--- src/rtl/frac_clk_div.sv ---
module frac_clk_div #(
  parameter int FRAC_W  = 6,
  parameter bit GEN_CLK = 1'b1
) (
  input  logic              clk,
  input  logic              rst_n,
  input  logic [7:0]        div_int,
  input  logic [FRAC_W-1:0] frac_num,
  input  logic [FRAC_W-1:0] frac_den,
  output logic              tick,
  output logic              clk_out
);
  localparam int CW = 9;
  localparam int AW = FRAC_W + 1;

  logic              primed, is_long, tick_q, clk_q;
  logic [7:0]        n_cur;
  logic [FRAC_W-1:0] b_cur, a_cur, acc, pcnt;
  logic [CW-1:0]     cnt;

  wire [7:0]        n_in = (div_int < 8'd2) ? 8'd2 : div_int;
  wire [FRAC_W-1:0] a_in = (frac_den == '0) ? FRAC_W'(1) : frac_den;
  wire [FRAC_W-1:0] b_in = (frac_num >= a_in) ? '0 : frac_num;

  wire [CW-1:0] len       = {1'b0, n_cur} + CW'(is_long);
  wire          at_end    = primed && (cnt == len - CW'(1));
  wire          frame_end = at_end && (pcnt == a_cur - FRAC_W'(1));
  wire          reload    = !primed || frame_end;
  wire          step      = !primed || at_end;

  wire [7:0]        n_sel    = reload ? n_in : n_cur;
  wire [FRAC_W-1:0] b_sel    = reload ? b_in : b_cur;
  wire [FRAC_W-1:0] a_sel    = reload ? a_in : a_cur;
  wire [FRAC_W-1:0] acc_base = reload ? '0 : acc;

  wire [AW-1:0] sum     = {1'b0, acc_base} + {1'b0, b_sel};
  wire          long_n  = sum >= {1'b0, a_sel};
  wire [AW-1:0] acc_new = long_n ? sum - {1'b0, a_sel} : sum;

  wire [CW-1:0] cnt_nx  = step ? '0 : cnt + CW'(1);
  wire [CW-1:0] len_nx  = step ? ({1'b0, n_sel} + CW'(long_n)) : len;
  wire [CW-1:0] half_nx = (len_nx + CW'(1)) >> 1;

  always_ff @(posedge clk or negedge rst_n) begin
    if (!rst_n) begin
      primed  <= 1'b0;
      is_long <= 1'b0;
      n_cur   <= '0;
      b_cur   <= '0;
      a_cur   <= '0;
      acc     <= '0;
      pcnt    <= '0;
      cnt     <= '0;
      tick_q  <= 1'b0;
      clk_q   <= 1'b0;
    end else begin
      primed <= 1'b1;
      cnt    <= cnt_nx;
      tick_q <= (cnt_nx == len_nx - CW'(1));
      clk_q  <= (cnt_nx < half_nx);
      if (step) begin
        is_long <= long_n;
        acc     <= acc_new[FRAC_W-1:0];
        pcnt    <= reload ? '0 : pcnt + FRAC_W'(1);
      end
      if (reload) begin
        n_cur <= n_in;
        b_cur <= b_in;
        a_cur <= a_in;
      end
    end
  end

  assign tick = tick_q;

  generate
    if (GEN_CLK) begin : g_clk
      assign clk_out = clk_q;
    end else begin : g_noclk
      assign clk_out = 1'b0;
    end
  endgenerate


  tick_one_cycle_chk: assert property (@(posedge clk) disable iff (!rst_n)
    tick |=> !tick);


  cnt_in_period_chk: assert property (@(posedge clk) disable iff (!rst_n)
    primed |-> (cnt < len));


  acc_bound_chk: assert property (@(posedge clk) disable iff (!rst_n)
    primed |-> (acc < a_cur));


  frame_balanced_chk: assert property (@(posedge clk) disable iff (!rst_n)
    (tick && primed && pcnt == a_cur - FRAC_W'(1)) |-> (acc == '0));


  cfg_hold_chk: assert property (@(posedge clk) disable iff (!rst_n)
    (primed && !(tick && pcnt == a_cur - FRAC_W'(1)))
      |=> ($stable(n_cur) && $stable(b_cur) && $stable(a_cur)));


  clk_low_at_tick_chk: assert property (@(posedge clk) disable iff (!rst_n)
    tick |-> !clk_out);
endmodule

--- config.mk ---
export PLATFORM = sky130hd
export DESIGN_NAME = frac_clk_div
export DESIGN_NICKNAME = d
export VERILOG_FILES = /design/src/rtl/frac_clk_div.sv
export SDC_FILE = /design/constraint.sdc
export NUM_CORES = 1
export LEC_CHECK = 0
export BUFFER_PORTS_ARGS = -buffer_cell sky130_fd_sc_hd__buf_2
export CAP_MARGIN = 5
export CORE_MARGIN = 3
export CORE_UTILIZATION = 25
export CTS_CLUSTER_DIAMETER = 60
export DETAILED_ROUTE_END_ITERATION = 10
export GPL_ROUTABILITY_DRIVEN = 0
export GPL_TIMING_DRIVEN = 0
export SYNTH_ARGS = -nofsm -noshare
export SYNTH_HDL_FRONTEND = slang
export SYNTH_SLANG_ARGS = --single-unit
export TNS_END_PERCENT = 5
--- constraint.sdc ---
create_clock -name clk -period 11.5 [get_ports clk]
set_input_delay 0 -clock clk [delete_from_list [all_inputs] [get_ports clk]]
set_output_delay 0 -clock clk [all_outputs]
set_load 0.005 [all_outputs]
# Word-level counts from Yosys, hierarchy flattened
# Cells that the tools add are included.
# totals
reg_bits,45
latchBits,0
ram_bits,0
rom_bits,0
in_bits,22
out_inout_bits,2
wordCells,44
memories,0
# classes
add_sub_neg,10
mul,0
n_div,0
order_cmp,4
n_eq_ne,3
n_shift,0
muxes,11
bitwise,0
n_reduce_logical,6
# op_table
op,n
2-to-1 mux 6 bit,7
adder 8 x 1 -> 9 bit,2
"adder 9 x 1 -> 9 bit, second input constant",2
equality test 9 bit,2
2-to-1 mux 9 bit,2
"subtractor 9 x 1 -> 9 bit, second input constant",2
2-to-1 mux 8 bit,2
< comparator 9 x 8 -> 1 bit,1
"< comparator 8 x 2 -> 1 bit, second input constant",1
adder 6 x 6 -> 7 bit,1
greater-or-equal comparator 7 x 6 -> 1 bit,1
"adder 6 x 1 -> 6 bit, second input constant",1
equality test 6 bit,1
greater-or-equal comparator 6 bit,1
zero test 6 bit,1
"subtractor 6 x 1 -> 6 bit, second input constant",1
subtractor 6 bit,1
logical AND 1 bit,2
logical OR 1 bit,2
zero test 1 bit,1

# Logic depth before layout (Yosys ltp)
# Gate-level depths: netlist of run 1.
# logic_depth
word_depth,13
ltp_mapped,43
ltp_nobuf,40

# Worst setup path after synthesis of run 1
# OpenSTA, ideal clock, no wires.
# synth_path
path_type,register -> register
from,register is_long
to,register clk_q (netlist: clk_out)
setup_ns,0.125
arrival_ns,7.976
required_ns,11.375
setup_slack_ns,3.398
path_stages_with_launch,39
n_path_buf,2
synth_period_minus_slack_ns,8.102
path_cell_list,dfrtp_1 > ha_1 > ha_1 > inv_1 > ha_1 > and3_1 > a31oi_1 > o21ai_1 > a2111oi_4 > o31a_2 > o211ai_1 > nand2_1 > buf_1 > nand3_1 > nand2_1 > ha_1 > inv_1 > fa_1 > [3 not listed] > a21o_1 > a21o_1 > a21o_1 > a21oi_1 > clkbuf_1 > inv_1 > ha_1 > ha_1 > xnor2_1 > mux2i_1 > nor3_1 > nor3b_1 > xor2_1 > ha_1 > a21boi_1 > o21ai_0 > a21oi_1 > a2111oi_0
# synth_via
elab_chain_len,13
word_cells_on_any_way,18
cone_classes,5 x add/sub; 2 x order compare; 1 x eq/ne; 6 x mux; 4 x reduce/logical
# synth_rtl
item,line_no,rtl
"start, declared",16,"logic primed, is_long, tick_q, clk_q;"
"start signal, assigned",62,is_long <= long_n;
adder 8 x 1 -> 9 bit,25,"wire [CW-1:0] len = {1'b0, n_cur} + CW'(is_long);"
subtractor 9 x 1 -> 9 bit,26,wire at_end = primed && (cnt == len - CW'(1));
equality test 9 bit,26,
logical AND 1 bit,26,
logical AND 1 bit,27,wire frame_end = at_end && (pcnt == a_cur - FRAC_W'(1));
logical OR 1 bit,28,wire reload = !primed || frame_end;
2-to-1 mux 6 bit,--,
named net b_sel[0],32,wire [FRAC_W-1:0] b_sel = reload ? b_in : b_cur;
adder 6 x 6 -> 7 bit,36,"wire [AW-1:0] sum = {1'b0, acc_base} + {1'b0, b_sel};"
greater-or-equal comparator 7 x 6 -> 1 bit,37,"wire long_n = sum >= {1'b0, a_sel};"
named net long_n,37,
adder 8 x 1 -> 9 bit,41,"wire [CW-1:0] len_nx = step ? ({1'b0, n_sel} + CW'(long_n)) : len;"
2-to-1 mux 9 bit,41,
adder 9 x 1 -> 9 bit,42,wire [CW-1:0] half_nx = (len_nx + CW'(1)) >> 1;
< comparator 9 x 8 -> 1 bit,60,clk_q <= (cnt_nx < half_nx);
"end signal, assigned",60,
"end, declared",16,
# The timed path passes the listed nets, and every way through them passes these cells.
# A chain may end at the register's enable or synchronous reset.

# Final worst setup path of run 1
# Ends and elaborated chain as after synthesis.

==> run_results.csv, run 1 <==
group,metric,value,unit
synthesis,synth-seq-area-share,25.4,%
final_layout,stdcell_count,793,
synthesis,postSynth.asyncResetShare,100,%
synthesis,synth_nets,590,
final_layout,nets,627,
global_route,grt_pass1_vias,3804,
synthesis,synth_most_common_cell,"nand2_1",
final_layout,n_antenna_cell,0,
synthesis,synth_compound_area_share,19.8,%
sta,fmax,0.102,GHz
outcome,status,"finished, violations left",
worst_setup_path,crit_top_cell,"ha_1",
sta,fin_crit,9.83,ns
synthesis,avgSynthCellArea,8.36,µm²
sta,hold_viol,1,
min_path,min_path_type,"primary input to flop",
synthesis,dominantRegCellSynth,"dfrtp_1",
sta,setup_tns,0,ns
sta,drv_slew,0,
sta,final-setup-viol-count,0,
floorplan,die_y,139,µm
min_path,holdPathStages,3,
synthesis,synth_edf_count,0,
route,viasPerCell,4.93,
route,wl,11.8,mm
clock_network,ctsResizeCount,0,
synthesis,ys_types,75,
sta,hold_ws,-0.00112,ns
route,wl_per_cell,14.9,µm
worst_setup_path,startpoint_type,"flop",
route,wl_met1,5.50,mm
synthesis,synth.mux.area_fraction,2.34,%
clock_network,clk_pin_slew,0.06,ns
clock_network,clkSinkCount,45,
sta,rsz0062_at_grt,"no",
worst_setup_path,critical_path_required,11.67,ns
outcome,violations,"negative hold slack",
worst_setup_path,worstSetupPathType,"flop to flop",
sta,worst_pin_slew,1.09,ns
clock_network,cts_buffer_depth,2,
floorplan,io_pins,24,
global_route,track_usage,12.3,%
route,drc,0,
final_layout,area_growth,13.7,%
floorplan,dieWidth,139,µm
floorplan,initial_core_util,25.6,%
route,route.met3.wl,529,µm
clock_network,postCtsSetupBuffers,0,
global_route,antenna_found_initial,1,
route,antenna_left,0,
run,maxCapViolCount,0,
synthesis,yosys.area_share.adder,10.8,%
floorplan,coreArea,17400,µm²
synthesis,synth_top_area_share,25.4,%
synthesis,synth_xor_area_share,14.9,%
placed_design,hpwl,9.39,mm
worst_setup_path,worst_setup_path_end_kind,"flop",
global_route,grt_pass1_wl,19.5,mm
synthesis,synth.area.top_cells,"dfrtp_1 25%, ha_1 9.9%, xnor2_1 8.3%",
final_layout,drive_gt1_share,11.1,%
pwr,p_leak,2.29,nW
worst_setup_path,slowest_delay,0.56,ns
pwr,power_density,147,nW/µm²
route,dr_wl_met2,5.53,mm
worst_setup_path,cp.arrival,10.00,ns
synthesis,yosysWarnings,0,
synthesis,synth-simple-area-share,21.3,%
pwr,ir_drop,53.7,µV
synthesis,yosys.area.top_type,"dfrtp_1",
sta,max_slew_margin,27.6,%
route,drt_iter0_drc,336,
route,via_count,3908,
clock_network,clk_latency,0.29,ns
clock_network,cts_buffers,5,
synthesis,synth_top_family_by_area,"simple AND/OR/NAND/NOR gates",
placed_design,dp.cells,779,
synthesis,syn-instance-count,531,
floorplan,std_cell_rows,48,
floorplan,die_area,19400,µm²
synthesis,ys_seq_elements,45,
clock_network,cts_tree,"built",
worst_setup_path,critPathSlowestCell,"nor4_2",
sta,finClkSkew,0.00437,ns
placed_design,port_buffers,23,
worst_setup_path,ff2ff_path_depth,37,
global_route,grt_max_degree,46,
clock_network,ctsHoldBuffers,7,
global_route,grt_overflow,0,
route,drt-pass1-iter-count,5,
worst_setup_path,path_max_fanout,10,
sta,fin_crit_sh,85.5,%
synthesis,synth.cell_area,4440,µm²
clock_network,ctsHtreeMaxLevel,2,
clock_network,ctsRootBufferMaster,"clkbuf_16",
synthesis,netlist_top_cells_count,"62 x nand2_1, 50 x nor2_1, 45 x dfrtp_1",
route,top_layer,"met5",
[layout by cell type, fill, tap and decap left out, types with 4 or more instances in the layout]
| cell type | count |
|---|---|
| nand4_1 | 6 |
| buf_1 | 6 |
| ha_1 | 35 |
| and3_1 | 14 |
| dfrtp_1 | 45 |
| clkbuf_1 | 4 |
| inv_1 | 34 |
| a21o_1 | 11 |
| nor2_1 | 50 |
| buf_2 | 29 |
| o211ai_1 | 6 |
| o2111ai_1 | 4 |
| nand2_1 | 62 |
| o21ai_0 | 13 |
| buf_6 | 4 |
| xor2_1 | 23 |
| xnor2_1 | 42 |
| nor3_1 | 11 |
| mux2i_1 | 7 |
| dlygate4sd3_1 | 7 |
| clkbuf_16 | 5 |
| nand3_1 | 29 |
| a21oi_1 | 34 |
[sequential cells by signal, summed over array words and instances, names as in the netlist]
signal / flops
cnt: 9
is_long: 1
n_cur: 8
acc: 6
b_cur: 6
clk_out: 1
primed: 1
pcnt: 6
a_cur: 6
tick: 1
[final cells by class]
cell class,instances,area [µm²]
Buffer,20,113
Clock buffer,5,125
Clock inverter,2,16.3
Fill cell,1828,12300
Inverter,34,128
Multi-Input combinational cell,432,3070
Sequential cell,45,1130
Tap cell,225,282
Timing Repair Buffer,30,185
[routing by layer]
metal | vias to the layer above | track usage, %
met2 | 99 | 20.5
met4 | 2 | 3.96
met1 | 1834 | 16.5
li1 | 1954 | -
met5 | - | 0
met3 | 19 | 1.44
[metrics by stage]
stage                     area (µm²)  utilization [%]  hold slack (ns)  power (mW)  setup slack (ns)
after global routing            5050             29.1           0.0214       0.805             0.602
after detailed placement        4840             27.9            0.270       0.597              1.78
final                           5050             29.1         -0.00112       0.743              1.67
after global placement          4840             27.9            0.262       0.592              1.84
after floorplan                 4440                -           -0.296       0.507              3.40
after CTS                       5050             29.1          0.00179       0.748              1.72
[cell families (layout without fill, tap and decap cells)]
group / after synthesis / after routing
buffers and inverters: 54 / 91
AO/OA/AOI/OAI: 118 / 118
other: 1 / 1
AND/OR/NAND/NOR: 197 / 197
adder cells (fa/ha/maj): 37 / 37
multiplexers: 10 / 10
XOR/XNOR: 69 / 69
flip-flops: 45 / 45
[power by group]
group | switching, mW | total (mW) | internal, mW | leakage (nW)
combinational | 0.235 | 0.407 | 0.172 | 1.66
sequential | 0.0121 | 0.192 | 0.180 | 0.569
clock | 0.0643 | 0.144 | 0.0798 | 0.0659
total | 0.311 | 0.743 | 0.432 | 2.29
[worst max-delay path, delay by kind of cell, from the launching register on]
kind / cells / cell delay (ns)
buffers and inverters: 5 / 1.12
multiplexers: 1 / 0.26
adder cells (fa/ha/maj): 8 / 2.42
AND/OR/NAND/NOR: 6 / 1.79
flip-flops: 1 / 0.38
XOR/XNOR: 4 / 1.25
AO/OA/AOI/OAI: 13 / 2.48
[path summary, 6_finish.rpt]
path / start / end / slack, ns
min in group asynchronous: rst_n / tick / 0.45
min reg2reg: b_cur[3] / b_cur[3] / 0.48
max reg2reg: is_long / clk_out / 1.67
min: frac_num[2] / b_cur[2] / -0.001
max in group asynchronous: rst_n / n_cur[1] / 10.38
max: is_long / clk_out / 1.67
Power figures use the tool's default switching activity.
==> run 2: changes to the inputs <==
- CORE_UTILIZATION: 25 -> 35
- clock period: 11.5 -> 9.3 ns (I/O delays scaled with it)
==> run_results.csv, run 2 (synthesis results as in run 1) <==
group,metric,value,unit
outcome,status,"finished, final reports clean",
run,maxCapViolCount,0,
floorplan,die_y,119,µm
placed_design,pre_cts_slack,-0.713,ns
global_route,grt_pass1_vias,4040,
route,viasPerCell,5.28,
worst_setup_path,startpoint_type,"flop",
final_layout,largest_reg_flops,9,
final_layout,nets,634,
clock_network,clk_latency,0.29,ns
clock_network,cts_tree,"built",
final_layout,stdcell_count,743,
route,via_count,3924,
worst_setup_path,cp.arrival,8.99,ns
worst_setup_path,slowest_delay,0.62,ns
clock_network,cts_buffer_depth,2,
pwr,p_leak,2.37,nW
route,wl_met1,5.70,mm
route,drc,0,
route,dr_wl_met2,5.93,mm
route,antenna_left,0,
sta,fin_ws,0.480,ns
sta,hold_viol,0,
pwr,total_power,0.981,mW
sta,drv_slew,0,
clock_network,clk_pin_slew,0.06,ns
clock_network,clkSinkCount,45,
route,top_layer,"met4",
final_layout,final_common_cell,"nand2_1",
route,drt-pass1-iter-count,4,
clock_network,cts_buffers,5,
worst_setup_path,path_max_fanout,10,
sta,fmax,0.113,GHz
floorplan,coreArea,12200,µm²
clock_network,ctsRootBufferMaster,"clkbuf_16",
pwr,power_density,191,nW/µm²
final_layout,largestRegisters,"cnt: 9 flops, n_cur: 8 flops",
floorplan,initial_core_util,36.4,%
worst_setup_path,reg2reg_slack,0.48,ns
sta,final-setup-viol-count,0,
sta,fin_crit,8.82,ns
worst_setup_path,critical_path_required,9.47,ns
global_route,antenna_found_initial,0,
final_layout,regMostFlops,"cnt",
sta,fin_crit_sh,94.8,%
worst_setup_path,worst_setup_path_end_kind,"flop",
sta,setup_tns,0,ns
placed_design,place_area,4760,µm²
placed_design,port_buffers,23,
final_layout,nFillCells,1216,
route,wl,12.3,mm
route,wl_per_cell,16.6,µm
worst_setup_path,critPathSlowestCell,"or4_4",
worst_setup_path,worstSetupPathType,"flop to flop",
global_route,grt_overflow,0,
global_route,grt_pass1_wl,20.5,mm
final_layout,fin_util,42.1,%
route,drt_iter0_drc,297,
floorplan,io_pins,24,
min_path,min_path_type,"primary input to flop",
floorplan,std_cell_rows,40,
final_layout,drive_gt1_share,15.1,%
sta,worst_pin_slew,1.04,ns
final_layout,final_area,5150,µm²
sta,max_slew_margin,30.4,%
floorplan,dieWidth,119,µm
route,route.met3.wl,544,µm
final_layout,layout_common_cells,"62 x nand2_1, 50 x nor2_1, 45 x dfrtp_1, 40 x xnor2_1, 34 x inv_1",
clock_network,ctsHtreeMaxLevel,2,
sta,finClkSkew,0.00583,ns
sta,hold_ws,0.00779,ns
floorplan,die_area,14100,µm²
worst_setup_path,crit_top_cell,"ha_1",
global_route,track_usage,17.8,%
pwr,ir_drop,79.5,µV
placed_design,hpwl,9.54,mm
placed_design,dp.cells,722,
final_layout,n_antenna_cell,0,
final_layout,area_growth,15.9,%
global_route,grt_max_degree,46,
[run 2: layer usage]
layer | vias to the layer above | track usage [%]
li1 | 1960 | -
met2 | 85 | 29.3
met3 | 9 | 2.01
met4 | 0 | 5.14
met1 | 1870 | 24.6
met5 | - | 0
[run 2: critical path: cells and delay by family, from the launching register on]
family          cells  cell delay, ns
compound gates     16            2.72
fa+ha+maj           9            2.53
simple gates        6            1.37
buf+inv             7            0.95
xor+xnor            3            0.54
flops               1            0.39
mux                 1            0.15
[run 2: final timing paths]
path	start	end	depth (start not counted)
max	is_long	clk_out	42
min	frac_num[3]	b_cur[3]	3
max reg2reg	is_long	clk_out	42
min reg2reg	b_cur[3]	b_cur[3]	2
max in group asynchronous	rst_n	a_cur[2]	2
min in group asynchronous	rst_n	tick	2
[run 2: layout make-up]
class	instances	area (µm²)	share of cell area [%]
plain buffers	20	128	2.48
inverters	34	128	2.48
multi-input cells	432	3160	61.3
clock inverters	2	38.8	0.754
clock buffers	5	125	2.43
repair buffers	37	235	4.57
well taps	168	210	4.08
flip-flops and latches	45	1130	21.9
[run 2: repair_timing]
action / 4_1_cts / 5_1_grt
endpoints found under the setup margin: 2 / 2
hold buffers: 6 / 0
pin swaps: 1 / 3
hold endpoints to repair: 50 / 0
buffers inserted: 1 / 7
resized for setup: 7 / 20
[run 2: report_power, final]
group	internal [mW]	total (mW)	switching, mW
registers	0.223	0.238	0.0157
logic	0.234	0.540	0.307
clock network	0.126	0.203	0.0766
